$ cat src/rtl/iod_pkg.sv
package iod_pkg;
  localparam int TAG_W    = 8;
  localparam int DEVF_W   = 2;
  localparam int SLOTF_W  = TAG_W - DEVF_W;

  typedef logic [DEVF_W-1:0]  dev_field_t;
  typedef logic [SLOTF_W-1:0] slot_field_t;
  typedef logic [TAG_W-1:0]   tag_t;

  function automatic tag_t make_tag(dev_field_t dev, slot_field_t slot);
    return {dev, slot};
  endfunction
endpackage

$ cat src/rtl/iod_onehot.sv
module iod_onehot #(
  parameter int N = 4,
  parameter int W = (N > 1) ? $clog2(N) : 1
) (
  input  logic         en,
  input  logic [W-1:0] sel,
  output logic [N-1:0] hot
);
  for (genvar i = 0; i < N; i++) begin : g_bit
    assign hot[i] = en && (sel == W'(i));
  end
endmodule

$ cat src/rtl/iod_index_table.sv
module iod_index_table #(
  parameter int DEPTH = 8,
  parameter int DEV_W = 2,
  localparam int IDX_W = $clog2(DEPTH),
  localparam int PTR_W = IDX_W + 1
) (
  input  logic             clk,
  input  logic             rst_n,
  input  logic             push,
  input  logic [DEV_W-1:0] push_dev,
  input  logic             pop,
  output logic [DEV_W-1:0] head_dev,
  output logic [IDX_W-1:0] head_idx,
  output logic [IDX_W-1:0] tail_idx,
  output logic             full,
  output logic             empty
);
  logic [PTR_W-1:0] wr_ptr_q, wr_ptr_d;
  logic [PTR_W-1:0] rd_ptr_q, rd_ptr_d;
  logic [DEV_W-1:0] slot_dev [DEPTH];

  assign tail_idx = wr_ptr_q[IDX_W-1:0];
  assign head_idx = rd_ptr_q[IDX_W-1:0];
  assign empty    = (wr_ptr_q == rd_ptr_q);
  assign full     = (wr_ptr_q[IDX_W] != rd_ptr_q[IDX_W]) &&
                    (wr_ptr_q[IDX_W-1:0] == rd_ptr_q[IDX_W-1:0]);
  assign head_dev = slot_dev[head_idx];

  always_comb begin
    wr_ptr_d = wr_ptr_q;
    rd_ptr_d = rd_ptr_q;
    if (push && !full)  wr_ptr_d = wr_ptr_q + PTR_W'(1);
    if (pop && !empty)  rd_ptr_d = rd_ptr_q + PTR_W'(1);
  end

  always_ff @(posedge clk or negedge rst_n) begin
    if (!rst_n) begin
      wr_ptr_q <= '0;
      rd_ptr_q <= '0;
    end else begin
      wr_ptr_q <= wr_ptr_d;
      rd_ptr_q <= rd_ptr_d;
    end
  end

  always_ff @(posedge clk) begin
    if (push && !full) slot_dev[tail_idx] <= push_dev;
  end
endmodule

$ cat src/rtl/iod_tag_check.sv
module iod_tag_check
  import iod_pkg::*;
#(
  parameter int DEV_W = 2,
  parameter int IDX_W = 3
) (
  input  logic [DEV_W-1:0] head_dev,
  input  logic [IDX_W-1:0] head_idx,
  input  tag_t             res_tag,
  output tag_t             exp_tag,
  output logic             match
);
  dev_field_t  dev_ext;
  slot_field_t slot_ext;

  always_comb begin
    dev_ext  = '0;
    slot_ext = '0;
    dev_ext[DEV_W-1:0]  = head_dev;
    slot_ext[IDX_W-1:0] = head_idx;
    exp_tag  = make_tag(dev_ext, slot_ext);
    match    = (res_tag == exp_tag);
  end
endmodule

$ cat src/rtl/iod_dispatch_retire.sv
module iod_dispatch_retire
  import iod_pkg::*;
#(
  parameter int NUM_DEV = 4,
  parameter int DEPTH   = 8,
  parameter int SESS_W  = 16,
  localparam int DEV_W  = $clog2(NUM_DEV),
  localparam int IDX_W  = $clog2(DEPTH)
) (
  input  logic               clk,
  input  logic               rst_n,
  input  logic               cmd_valid,
  input  logic [SESS_W-1:0]  cmd_session,
  output logic               cmd_ready,
  output logic [NUM_DEV-1:0] wr_sel,
  output logic [TAG_W-1:0]   wr_tag,
  input  logic               ret_req,
  output logic [NUM_DEV-1:0] rd_sel,
  input  logic               res_valid,
  input  logic [TAG_W-1:0]   res_tag,
  output logic               retire_valid,
  output logic [DEVF_W-1:0]  retire_dev,
  output logic               tag_err
);
  logic             accept, retire, mismatch;
  logic [DEV_W-1:0] cmd_dev, head_dev;
  logic [IDX_W-1:0] head_idx, tail_idx;
  logic             full, empty, match;
  tag_t             exp_tag, new_tag;
  logic [NUM_DEV-1:0] wr_hot;

  logic [NUM_DEV-1:0] wr_sel_q, wr_sel_d;
  tag_t               wr_tag_q, wr_tag_d;
  logic               ret_v_q, ret_v_d;
  dev_field_t         ret_dev_q, ret_dev_d;
  logic               err_q, err_d;

  assign cmd_dev   = cmd_session[SESS_W-1 -: DEV_W];
  assign cmd_ready = !full;
  assign accept    = cmd_valid && !full;

  iod_index_table #(.DEPTH(DEPTH), .DEV_W(DEV_W)) u_table (
    .clk      (clk),
    .rst_n    (rst_n),
    .push     (accept),
    .push_dev (cmd_dev),
    .pop      (retire),
    .head_dev (head_dev),
    .head_idx (head_idx),
    .tail_idx (tail_idx),
    .full     (full),
    .empty    (empty)
  );

  iod_tag_check #(.DEV_W(DEV_W), .IDX_W(IDX_W)) u_check (
    .head_dev (head_dev),
    .head_idx (head_idx),
    .res_tag  (res_tag),
    .exp_tag  (exp_tag),
    .match    (match)
  );

  iod_onehot #(.N(NUM_DEV), .W(DEV_W)) u_wr_dec (
    .en  (accept),
    .sel (cmd_dev),
    .hot (wr_hot)
  );

  iod_onehot #(.N(NUM_DEV), .W(DEV_W)) u_rd_dec (
    .en  (ret_req && !empty),
    .sel (head_dev),
    .hot (rd_sel)
  );

  assign retire   = res_valid && !empty && match;
  assign mismatch = res_valid && !empty && !match;

  always_comb begin
    dev_field_t  d_ext;
    slot_field_t s_ext;
    d_ext = '0;
    s_ext = '0;
    d_ext[DEV_W-1:0] = cmd_dev;
    s_ext[IDX_W-1:0] = tail_idx;
    new_tag = make_tag(d_ext, s_ext);
  end

  always_comb begin
    wr_sel_d  = wr_hot;
    wr_tag_d  = wr_tag_q;
    ret_v_d   = retire;
    ret_dev_d = ret_dev_q;
    err_d     = err_q || mismatch;
    if (accept) wr_tag_d = new_tag;
    if (retire) begin
      ret_dev_d = '0;
      ret_dev_d[DEV_W-1:0] = head_dev;
    end
  end

  always_ff @(posedge clk or negedge rst_n) begin
    if (!rst_n) begin
      wr_sel_q  <= '0;
      wr_tag_q  <= '0;
      ret_v_q   <= 1'b0;
      ret_dev_q <= '0;
      err_q     <= 1'b0;
    end else begin
      wr_sel_q  <= wr_sel_d;
      wr_tag_q  <= wr_tag_d;
      ret_v_q   <= ret_v_d;
      ret_dev_q <= ret_dev_d;
      err_q     <= err_d;
    end
  end

  assign wr_sel       = wr_sel_q;
  assign wr_tag       = wr_tag_q;
  assign retire_valid = ret_v_q;
  assign retire_dev   = ret_dev_q;
  assign tag_err      = err_q;
endmodule

$ cat config.mk
export PLATFORM = sky130hd
export DESIGN_NAME = iod_dispatch_retire
export DESIGN_NICKNAME = d
export VERILOG_FILES = /design/src/rtl/iod_pkg.sv /design/src/rtl/iod_onehot.sv /design/src/rtl/iod_index_table.sv /design/src/rtl/iod_tag_check.sv /design/src/rtl/iod_dispatch_retire.sv
export SDC_FILE = /design/constraint.sdc
export NUM_CORES = 1
export LEC_CHECK = 0
export BUFFER_PORTS_ARGS = -buffer_cell sky130_fd_sc_hd__buf_2
export CAP_MARGIN = 25
export CORE_MARGIN = 10
export CORE_UTILIZATION = 51
export CTS_CLUSTER_SIZE = 40
export DETAILED_ROUTE_END_ITERATION = 8
export HOLD_SLACK_MARGIN = 0.03
export PLACE_DENSITY_LB_ADDON = 0.12
export SETUP_SLACK_MARGIN = 0.02
export SYNTH_ARGS = -nofsm -noshare
export SYNTH_HDL_FRONTEND = slang
export SYNTH_SLANG_ARGS = --single-unit
$ cat constraint.sdc
create_clock -name clk -period 2.3 [get_ports clk]
set_input_delay 0.345 -clock clk [delete_from_list [all_inputs] [get_ports clk]]
set_output_delay 0.345 -clock clk [all_outputs]
set_load 0.005 [all_outputs]
==> summary.txt, run 1 <==
Outcome
  • Outcome: complete, but fails checks
  • Failing checks: negative setup slack

Global route
  • Pin count of the biggest net entering global routing: 22
  • GRT Overall Usage: 12.9%
  • First-pass GRT wire length: 6430 um
  • Vias in the first global route: 1,328
  • Initial antenna violation count: 0
  • Grt total ovfl: 0

Synth
  • Post-Syn Area: 0.00178 mm^2
  • Mean Syn Cell Area: 12.1 um^2
  • Synth Flop Type: dfrtp_1
  • Yosys top cell area share: 29.5%
  • Sequential element share of the synthesized area: 56.4%
  • Dominant cell type by area after synthesis: dfrtp_1
  • Distinct cells, synth: 45
  • Synthesized flop and latch total: 37
  • EDFF count, synth: 16
  • Top post-synthesis cells by count: 23 x nand2_1, 21 x dfrtp_1, 16 x edfxtp_1, 7 x xor2_1
  • Async SR Flop Fraction: 56.8%
  • Yosys warnings: 0
  • Synth area leaders: dfrtp_1 29%, edfxtp_1 27%, nand2_1 4.8%
  • Most common cell in the netlist: nand2_1
  • Syn Inst Count: 147

Power
  • Peak VDD IR: 0.569 mV
  • Leakage power: 1.03 nW
  • PwrDens: 855 mW/mm^2
  • Overall power: 1.96 mW
  • Seq pwr share: 47.7%
  • Psw: 0.632 mW
  • Switching Share: 32.2%
  • Clock Power Share: 23.0%
  • Int Pwr: 1.33 mW
  • Gate power share: 29.3%

STA
  • Tcrit/Tclk final: 100%
  • Rel. slew slack: 62.5%
  • RSZ-0062 raised after global routing: true
  • Measured slew at the worst slew-check pin: 557 ps
  • Final Hold Fails: 0
  • Worst Skew: 9.80 ps
  • Count of final setup violators: 1
  • Crit path time final: 2300 ps
  • Slew Viols, Final: 0
  • Fmax: 435 MHz
  • Worst Setup Slack, final: -0.0819 ps

Detailed routing
  • Vias: 1,279
  • DR vias/cell: 5.22
  • Iter 0 DRT Violations: 71
  • # DRC: 0
  • Antenna-violating nets left: 0
  • Routed wire length: 3850 um
  • Drt wl/cell: 15.7 um
  • Total iterations of the first detailed-routing run: 4

Worst setup path
  • WS Path Type: flop to output port
  • Crit path DAT: 1960 ps
  • Worst setup SP type: flop
  • Max FO, Critical Path: 6
  • CP required: 1960 ps
  • Worst setup EP type: output port

Clocking
  • Sink Count: 37
  • Reg clk slew, reported paths: 120 ps
  • Clock Tree Buf Depth: 2
  • Root buf cell: clkbuf_4
  • Worst skew pair latency: 340 ps
  • Total CTS buffers: 5
  • H-tree Lvls: 2
  • TritonCTS clock tree: done

Finish
  • Share of post-route cells with drive strength above 1: 41.7%
  • Layout overhead on the synthesized area: 28.5%
  • Antenna diode count: 0
  • Layout net count: 229
  • Filler Cells Inserted: 260

Floorplanning
  • Die footprint: 0.00626 mm^2
  • Initial Util: 53.1%
  • Die height: 79.1 um
  • Die W: 79.1 um
  • Core ar.: 0.00336 mm^2
  • # IOs: 50
  • Row count: 21

Placement
  • Port bufs: 32
  • Dpl ws: 115 ps
  • RePlAce Congestion: 0.783
  • Post-DP HPWL: 2690 um

Flow run
  • Max-cap viol count: 0

Worst hold path
  • Hold/Removal Path Class: primary input to flop
final cells by class:
cell class	count	area (um^2)	area share (%)
sequential	37	1010	44.0
multi-input combinational	99	785	34.2
timing repair buffer	52	347	15.1
tap	46	57.6	2.51
clock inverter	3	46.3	2.02
clock buffer	5	37.5	1.64
inverter	3	11.3	0.491
cell families after synthesis:
group                      after synthesis  synth area share, %
muxes                                    8                 6.59
AOI/OAI and AO/OA                       10                 4.70
buffers and inverters                   13                 4.28
other                                    1                0.210
DFF                                     37                 56.4
xor gates and xnor gates                14                 7.92
and+or+nand+nor                         62                 18.5
adders and majority gates                2                 1.40
path summary, 6_finish.rpt:
check | start | to | slack [ps] | cells after the start
setup / recovery | u_table.rd_ptr_q[0]$_DFFE_PN0P_ | rd_sel[0] | -0.08 | 6
hold / removal | res_valid | tag_err$_DFF_PN0_ | 270 | 2
setup reg to reg | u_table.rd_ptr_q[2]$_DFFE_PN0P_ | u_table.rd_ptr_q[1]$_DFFE_PN0P_ | 70 | 7
hold reg to reg | tag_err$_DFF_PN0_ | tag_err$_DFF_PN0_ | 470 | 1
max in group asynchronous | rst_n | u_table.rd_ptr_q[1]$_DFFE_PN0P_ | 1470 | 2
min in group asynchronous | rst_n | wr_tag[1]$_DFFE_PN0P_ | 480 | 2
power by group through the flow:
stage	Combinational (mW)	Sequential (mW)	Clock, mW
finish	0.575	0.935	0.451
global route	0.641	0.959	0.485
CTS	0.547	0.931	0.462
detailed placement	0.470	0.939	0
global placement	0.446	0.936	0
floorplan	0.377	0.869	0
layout by cell type (no fill, tap or decap), types with 2 or more instances in the layout:
cell type   n
a31oi_1     2
and2_2      2
and3_1      3
and4_1      2
buf_2      31
buf_4      14
buf_6       5
clkbuf_4    5
conb_1      3
dfrtp_1    19
dfrtp_2     2
edfxtp_1   16
ha_1        2
inv_1       3
mux2_4      3
mux2i_1     2
mux4_2      2
nand2_1    22
nand2b_1    2
nand4_1     4
nor2_1      6
nor3_1      5
or3_1       2
xnor2_1     3
xnor2_2     2
xnor2_4     2
xor2_1      7
flip-flops by register name, indices dropped and copies added (netlist names):
| register | flops |
|---|---|
| retire_valid | 1 |
| retire_dev | 2 |
| wr_tag | 5 |
| u_table.slot_dev | 16 |
| wr_sel | 4 |
| u_table.rd_ptr_q | 4 |
| u_table.wr_ptr_q | 4 |
| tag_err | 1 |
repair_timing:
item,4_1_cts,5_1_grt
setup endpoints to repair,4,5
pin swaps,6,5
endpoints found under the hold margin,21,0
buffers inserted,11,2
hold buffers,1,0
gates resized for setup,13,7
through the flow:
stage	util (%)	hold slack, ps	std cells	setup TNS (ps)	area [um^2]
2_1_floorplan	-	49.4	149	0	1790
3_3_place_gp	59.2	324	223	0	1990
3_5_place_dp	59.2	338	223	0	1990
4_1_cts	66.4	255	243	0	2230
5_1_grt	68.2	259	245	-259	2290
6_report	68.2	266	245	-0.0819	2290
metal layers:
| layer | share of wire, % | routed length, um | vias up | track usage [%] |
|---|---|---|---|---|
| li1 | - | - | 619 | - |
| met1 | 40 | 1520 | 604 | 13.6 |
| met2 | 52 | 1990 | 48 | 22.3 |
| met3 | 6.6 | 255 | 8 | 5.52 |
| met4 | 2.2 | 86 | 0 | 4.66 |
| met5 | 0 | 0 | - | 0 |
worst max-delay path, stage by stage, from the launching register on:
cell     delay [ps]
dfrtp_2         510
mux2i_1         160
a22o_1          240
or2_4           270
nor2b_4         130
and2b_2         190
buf_6           110
Power figures use the tool's default switching activity.
==> inputs of run 2 (changes only) <==
--- a/config.mk
+++ b/config.mk
@@ -5,7 +5,7 @@
 export SDC_FILE = /design/constraint.sdc
 export NUM_CORES = 1
 export LEC_CHECK = 0
-export BUFFER_PORTS_ARGS = -buffer_cell sky130_fd_sc_hd__buf_2
+export BUFFER_PORTS_ARGS = -buffer_cell sky130_fd_sc_hd__buf_4
 export CAP_MARGIN = 25
 export CORE_MARGIN = 10
 export CORE_UTILIZATION = 51
==> run 2 against run 1 <==
The run now ends clean. Setup slack better by 13 ps. Design area is 3.2% higher. Highest routed layer unchanged. Sequential share of layout area shrank 1.4 points. Maximum frequency grew 0.58%. First-iteration DRC count fell by 25%. Register-to-register slack hardly changed. Clock skew fell by 1.8 ps.
==> summary.txt, run 2 (synthesis gave the netlist of run 1 again) <==
Outcome
  • Outcome: completed (was complete, but fails checks)

STA
  • Count of final setup violators: 0 (was 1)
  • Tcrit/Tclk final: 99.4% (was 100%)
  • Measured slew at the worst slew-check pin: 555 ps (was 557 ps)
  • Slew Viols, Final: 0 (unchanged)
  • Rel. slew slack: 62.7% (was 62.5%)
  • Final hold slack: 225 ps (was 266 ps)
  • Crit path time final: 2290 ps (was 2300 ps)
  • RSZ-0062 raised after global routing: true (unchanged)
  • Final Hold Fails: 0 (unchanged)
  • Worst Skew: 8.04 ps (was 9.80 ps)
  • Fmax: 437 MHz (was 435 MHz)

Worst setup path
  • Crit-path cells: mux2i_1 > a22o_1 > or2_4 > nor2b_4 > and2b_2 > buf_6 (unchanged)
  • Worst setup EP type: output port (unchanged)
  • Worst setup SP type: flop (unchanged)
  • Max FO, Critical Path: 6 (unchanged)
  • CP max stage cell: dfrtp_2 (unchanged)
  • Crit path DAT: 1940 ps (was 1960 ps)
  • WP buf/inv: 1 (unchanged)
  • Kind of cell adding the most delay to the critical path: simple AND/OR/NAND/NOR gates (unchanged)
  • CP peak stage delay: 510 ps (about the same)
  • WS Path Type: flop to output port (unchanged)
  • CP required: 1960 ps (about the same)

Finish
  • Share of post-route cells with drive strength above 1: 42.5% (was 41.7%)
  • Max reg flops: 16 (unchanged)
  • Layout net count: 230 (was 229)
  • Cell area after layout: 0.00236 mm^2 (was 0.00229 mm^2)
  • Core Util, Final: 70.3% (was 68.2%)
  • Area occupied by registers: 0.00101 mm^2 (unchanged)
  • Area of the multi-input gates: 773 um^2 (was 785 um^2)
  • Register bank with the most flops: u_table.slot_dev (unchanged)
  • Antenna diode count: 0 (unchanged)
  • Commonest non-fill, non-tap cells in the layout: 46 x buf_4, 22 x nand2_1, 19 x dfrtp_1, 16 x edfxtp_1, 7 x xor2_1 (was 31 x buf_2, 22 x nand2_1, 19 x dfrtp_1, 16 x edfxtp_1, 14 x buf_4)
  • Commonest non-fill, non-tap cell in the layout: buf_4 (was buf_2)
  • Layout overhead on the synthesized area: 32.5% (was 28.5%)
  • Filler Cells Inserted: 253 (was 260)

Detailed routing
  • Routed wire length: 3900 um (was 3850 um)
  • Vias: 1,297 (was 1,279)
  • # DRC: 0 (unchanged)
  • Antenna-violating nets left: 0 (unchanged)
  • Drt wl/cell: 15.9 um (was 15.7 um)
  • DR vias/cell: 5.27 (was 5.22)
  • Iter 0 DRT Violations: 53 (was 71)
  • Total iterations of the first detailed-routing run: 4 (unchanged)

Clocking
  • Clock Tree Buf Depth: 2 (unchanged)
  • Sink Count: 37 (unchanged)
  • Total CTS buffers: 5 (unchanged)
  • TritonCTS clock tree: done (unchanged)
  • Reg clk slew, reported paths: 120 ps (about the same)
  • H-tree Lvls: 2 (unchanged)
  • Root buf cell: clkbuf_4 (unchanged)
  • Worst skew pair latency: 350 ps (was 340 ps)

Floorplanning
  • Die height: 79.1 um (unchanged)
  • Row count: 21 (unchanged)
  • # IOs: 50 (unchanged)
  • Die W: 79.1 um (unchanged)
  • Initial Util: 53.1% (unchanged)
  • Die footprint: 0.00626 mm^2 (unchanged)
  • Core ar.: 0.00336 mm^2 (unchanged)

Worst hold path
  • Hold/Removal Path Class: primary input to flop (unchanged)

Power
  • Peak VDD IR: 0.484 mV (was 0.569 mV)
  • Leakage power: 1.06 nW (was 1.03 nW)
  • PwrDens: 838 mW/mm^2 (was 855 mW/mm^2)

Global route
  • GRT Overall Usage: 12.6% (was 12.9%)
  • First-pass GRT wire length: 6220 um (was 6430 um)
  • Pin count of the biggest net entering global routing: 22 (unchanged)
  • Vias in the first global route: 1,328 (unchanged)
  • Initial antenna violation count: 0 (unchanged)
  • Grt total ovfl: 0 (unchanged)

Placement
  • DP Area: 0.00206 mm^2 (was 0.00199 mm^2)
  • RePlAce Congestion: 0.808 (was 0.783)
  • Post-DP HPWL: 2700 um (was 2690 um)
  • Port bufs: 32 (unchanged)

Flow run
  • Max-cap viol count: 0 (unchanged)
run 2: cell types whose count changed in the layout (fill, tap and decap cells not counted), sizes merged:
cell           delta
clkdlybuf4s18     +1
run 2: per-stage QoR:
stage / power, mW / setup WS (ps) / instances / TNS (ps)
floorplan: 1.25 / 190 / 149 / 0
detailed placement: 1.44 / 120 / 222 / 0
finish: 1.98 / 13.1 / 246 / 0
CTS: 1.97 / -22.3 / 242 / -42.2
global placement: 1.42 / 123 / 222 / 0
global route: 2.11 / -85.9 / 246 / -254
run 2: worst register-to-register path: cells and delay by family, from the launching register on:
kind,cells,cell delay [ps]
simple gates,1,240
flops,1,380
xor+xnor,1,130
mux,3,1080
buf+inv,2,280
run 2: path summary, 6_finish.rpt:
kind                                                 startpoint                         endpoint  slack, ps  cells past startpoint
worst max register to register  u_table.rd_ptr_q[2]$_DFFE_PN0P_  u_table.rd_ptr_q[1]$_DFFE_PN0P_         80                      7
min in group asynchronous                                 rst_n            wr_tag[7]$_DFFE_PN0P_        400                      2
worst max-delay path            u_table.rd_ptr_q[0]$_DFFE_PN0P_                        rd_sel[0]         10                      6
max in group asynchronous                                 rst_n  u_table.rd_ptr_q[1]$_DFFE_PN0P_       1670                      2
worst min-delay path                            cmd_session[15]              wr_sel[1]$_DFF_PN0_        220                      2
worst min register to register                tag_err$_DFF_PN0_                tag_err$_DFF_PN0_        480                      1
run 2: layer usage:
| layer | up-vias | global-route usage, % | share of wire [%] |
|---|---|---|---|
| met1 | 619 | 13.0 | 38 |
| met5 | - | 0 | 0 |
| met3 | 11 | 5.41 | 6.9 |
| met2 | 46 | 21.9 | 53 |
| li1 | 621 | - | - |
| met4 | 0 | 5.38 | 2.2 |
run 2: final cells by class:
class | instances | share of cell area [%]
Clock buffer | 5 | 1.59
Clock inverter | 3 | 1.96
Inverter | 3 | 0.476
Multi-Input combinational cell | 99 | 32.7
Sequential cell | 37 | 42.6
Tap cell | 46 | 2.43
Timing Repair Buffer | 53 | 18.2
run 2: where the power goes:
group / internal, mW / switching [mW]
clock: 0.230 / 0.229
combinational: 0.311 / 0.274
sequential: 0.811 / 0.126
total: 1.35 / 0.629
run 2: repair_timing:
action,CTS,global route
gates resized for setup,11,10
hold endpoints to repair,21,0
pin swaps,2,5
hold buffers,1,0
endpoints found under the setup margin,4,5
setup buffers,11,4
cloned,0,0
==> inputs of run 3 (changes only) <==
==> constraint.sdc (replaced) <==
create_clock -name clk -period 2.55 [get_ports clk]
set_input_delay 0.3825 -clock clk [delete_from_list [all_inputs] [get_ports clk]]
set_output_delay 0.3825 -clock clk [all_outputs]
set_load 0.005 [all_outputs]
==> run 3 against run 2 <==
Combinational power down 17%. Critical path depth unchanged. First-iteration DRC count up 3.8%. Critical endpoint unchanged.
==> summary.txt, run 3 (synthesis gave the netlist of run 1 again) <==
Floorplanning
  • # IOs: 50 (unchanged)
  • Die footprint: 0.00626 mm^2 (unchanged)
  • Die W: 79.1 um (unchanged)
  • Die height: 79.1 um (unchanged)
  • Initial Util: 53.1% (unchanged)
  • Row count: 21 (unchanged)
  • Core ar.: 0.00336 mm^2 (unchanged)

Finish
  • Max reg flops: 16 (unchanged)
  • Share of post-route cells with drive strength above 1: 36.3% (was 42.5%)
  • Layout net count: 220 (was 230)
  • Register bank with the most flops: u_table.slot_dev (unchanged)
  • Commonest non-fill, non-tap cell in the layout: buf_4 (unchanged)
  • Layout overhead on the synthesized area: 24.0% (was 32.5%)
  • Antenna diode count: 0 (unchanged)
  • Commonest non-fill, non-tap cells in the layout: 40 x buf_4, 23 x nand2_1, 18 x dfrtp_1, 16 x edfxtp_1, 7 x xor2_1 (was 46 x buf_4, 22 x nand2_1, 19 x dfrtp_1, 16 x edfxtp_1, 7 x xor2_1)

Detailed routing
  • DR vias/cell: 5.16 (was 5.27)
  • # DRC: 0 (unchanged)
  • Antenna-violating nets left: 0 (unchanged)
  • Total iterations of the first detailed-routing run: 4 (unchanged)
  • Vias: 1,218 (was 1,297)
  • Iter 0 DRT Violations: 55 (was 53)
  • Routed wire length: 3600 um (was 3900 um)
  • Drt wl/cell: 15.2 um (was 15.9 um)

Clocking
  • Reg clk slew, reported paths: 110 ps (was 120 ps)
  • Root buf cell: clkbuf_4 (unchanged)
  • Clock Tree Buf Depth: 2 (unchanged)
  • Total CTS buffers: 5 (unchanged)
  • H-tree Lvls: 2 (unchanged)
  • Worst skew pair latency: 330 ps (was 350 ps)
  • TritonCTS clock tree: done (unchanged)
  • Sink Count: 37 (unchanged)

Global route
  • GRT Overall Usage: 11.9% (was 12.6%)
  • Pin count of the biggest net entering global routing: 22 (unchanged)
  • Grt total ovfl: 0 (unchanged)
  • First-pass GRT wire length: 5960 um (was 6220 um)
  • Vias in the first global route: 1,306 (was 1,328)
  • Initial antenna violation count: 0 (unchanged)

STA
  • Fmax: 420 MHz
  • Final hold slack: 285 ps (was 225 ps)
  • Tcrit/Tclk final: 93.4%
  • Crit path time final: 2380 ps
  • Worst Skew: 9.82 ps (was 8.04 ps)
  • TNS Setup: 0 ps (unchanged)
  • Final Hold Fails: 0 (unchanged)
  • Slew Viols, Final: 0 (unchanged)
  • RSZ-0062 raised after global routing: false (was true)
  • Count of final setup violators: 0 (unchanged)

Placement
  • Post-DP HPWL: 2590 um (was 2700 um)
  • RePlAce Congestion: 0.778 (was 0.808)
  • Port bufs: 32 (unchanged)

Worst setup path
  • CP required: 2170 ps (was 1960 ps)
  • Worst setup EP type: output port (unchanged)
  • Worst setup SP type: flop (unchanged)
  • Reg-to-reg slack, setup: 330 ps (was 80 ps)
  • Crit path DAT: 2000 ps (was 1940 ps)
  • WS Path Type: flop to output port (unchanged)
  • Max FO, Critical Path: 10 (was 6)

Power
  • PwrDens: 732 mW/mm^2 (was 838 mW/mm^2)
  • Peak VDD IR: 0.553 mV (was 0.484 mV)
  • Leakage power: 0.985 nW (was 1.06 nW)

Worst hold path
  • Hold/Removal Path Class: primary input to flop (unchanged)

Flow run
  • Max-cap viol count: 0 (unchanged)

Outcome
  • Outcome: completed (unchanged)
run 3: layout make-up:
| class | count | area (um^2) |
|---|---|---|
| clock inverter | 2 | 10.0 |
| sequential | 37 | 1010 |
| multi-input combinational | 99 | 741 |
| inverter | 3 | 11.3 |
| clock buffer | 6 | 41.3 |
| fill | 283 | 1150 |
| timing repair buffer | 43 | 342 |
| tap | 46 | 57.6 |
run 3: path summary, 6_finish.rpt:
path,from,to,depth (start not counted)
min in group asynchronous,rst_n,u_table.rd_ptr_q[3]$_DFFE_PN0P_,2
hold / removal,res_valid,tag_err$_DFF_PN0_,2
setup reg to reg,u_table.rd_ptr_q[0]$_DFFE_PN0P_,u_table.rd_ptr_q[1]$_DFFE_PN0P_,6
setup / recovery,u_table.rd_ptr_q[1]$_DFFE_PN0P_,rd_sel[0],6
hold reg to reg,tag_err$_DFF_PN0_,tag_err$_DFF_PN0_,1
max in group asynchronous,rst_n,u_table.rd_ptr_q[2]$_DFFE_PN0P_,2
run 3: where the power goes:
part	switching (mW)	leakage, nW	internal [mW]
registers	0.116	0.404	0.732
logic	0.233	0.549	0.253
clock network	0.181	0.0320	0.105
total	0.530	0.985	1.09
run 3: layer usage:
layer	part of all wire (%)	global-route usage (%)
met5	0	0
met4	0.44	3.94
met1	40	11.7
met2	51	21.1
met3	8.6	5.97
run 3: repair_timing:
action,CTS,global route
pin swaps,0,0
hold buffers,1,0
gates resized for setup,2,7
buffers inserted,0,7
hold endpoints to repair,21,0
setup endpoints to repair,3,3
run 3: critical path, cell delays in order, from the launching register on:
cell	delay, ps
dfrtp_2	510
nor2b_1	160
a22o_1	260
or2_4	270
nor2b_1	140
and2b_2	190
buf_4	130
run 3: through the flow:
step                power [mW]  setup slack (ps)  area, um^2  instances  utilization, %
detailed placement        1.29               295        2050        220            60.9
floorplan                 1.12               440        1790        149               -
CTS                       1.58              29.1        2110        229            62.8
global placement          1.27               336        2050        220            60.9
finish                    1.62               168        2210        236            65.8
global route              1.73              48.3        2210        236            65.8
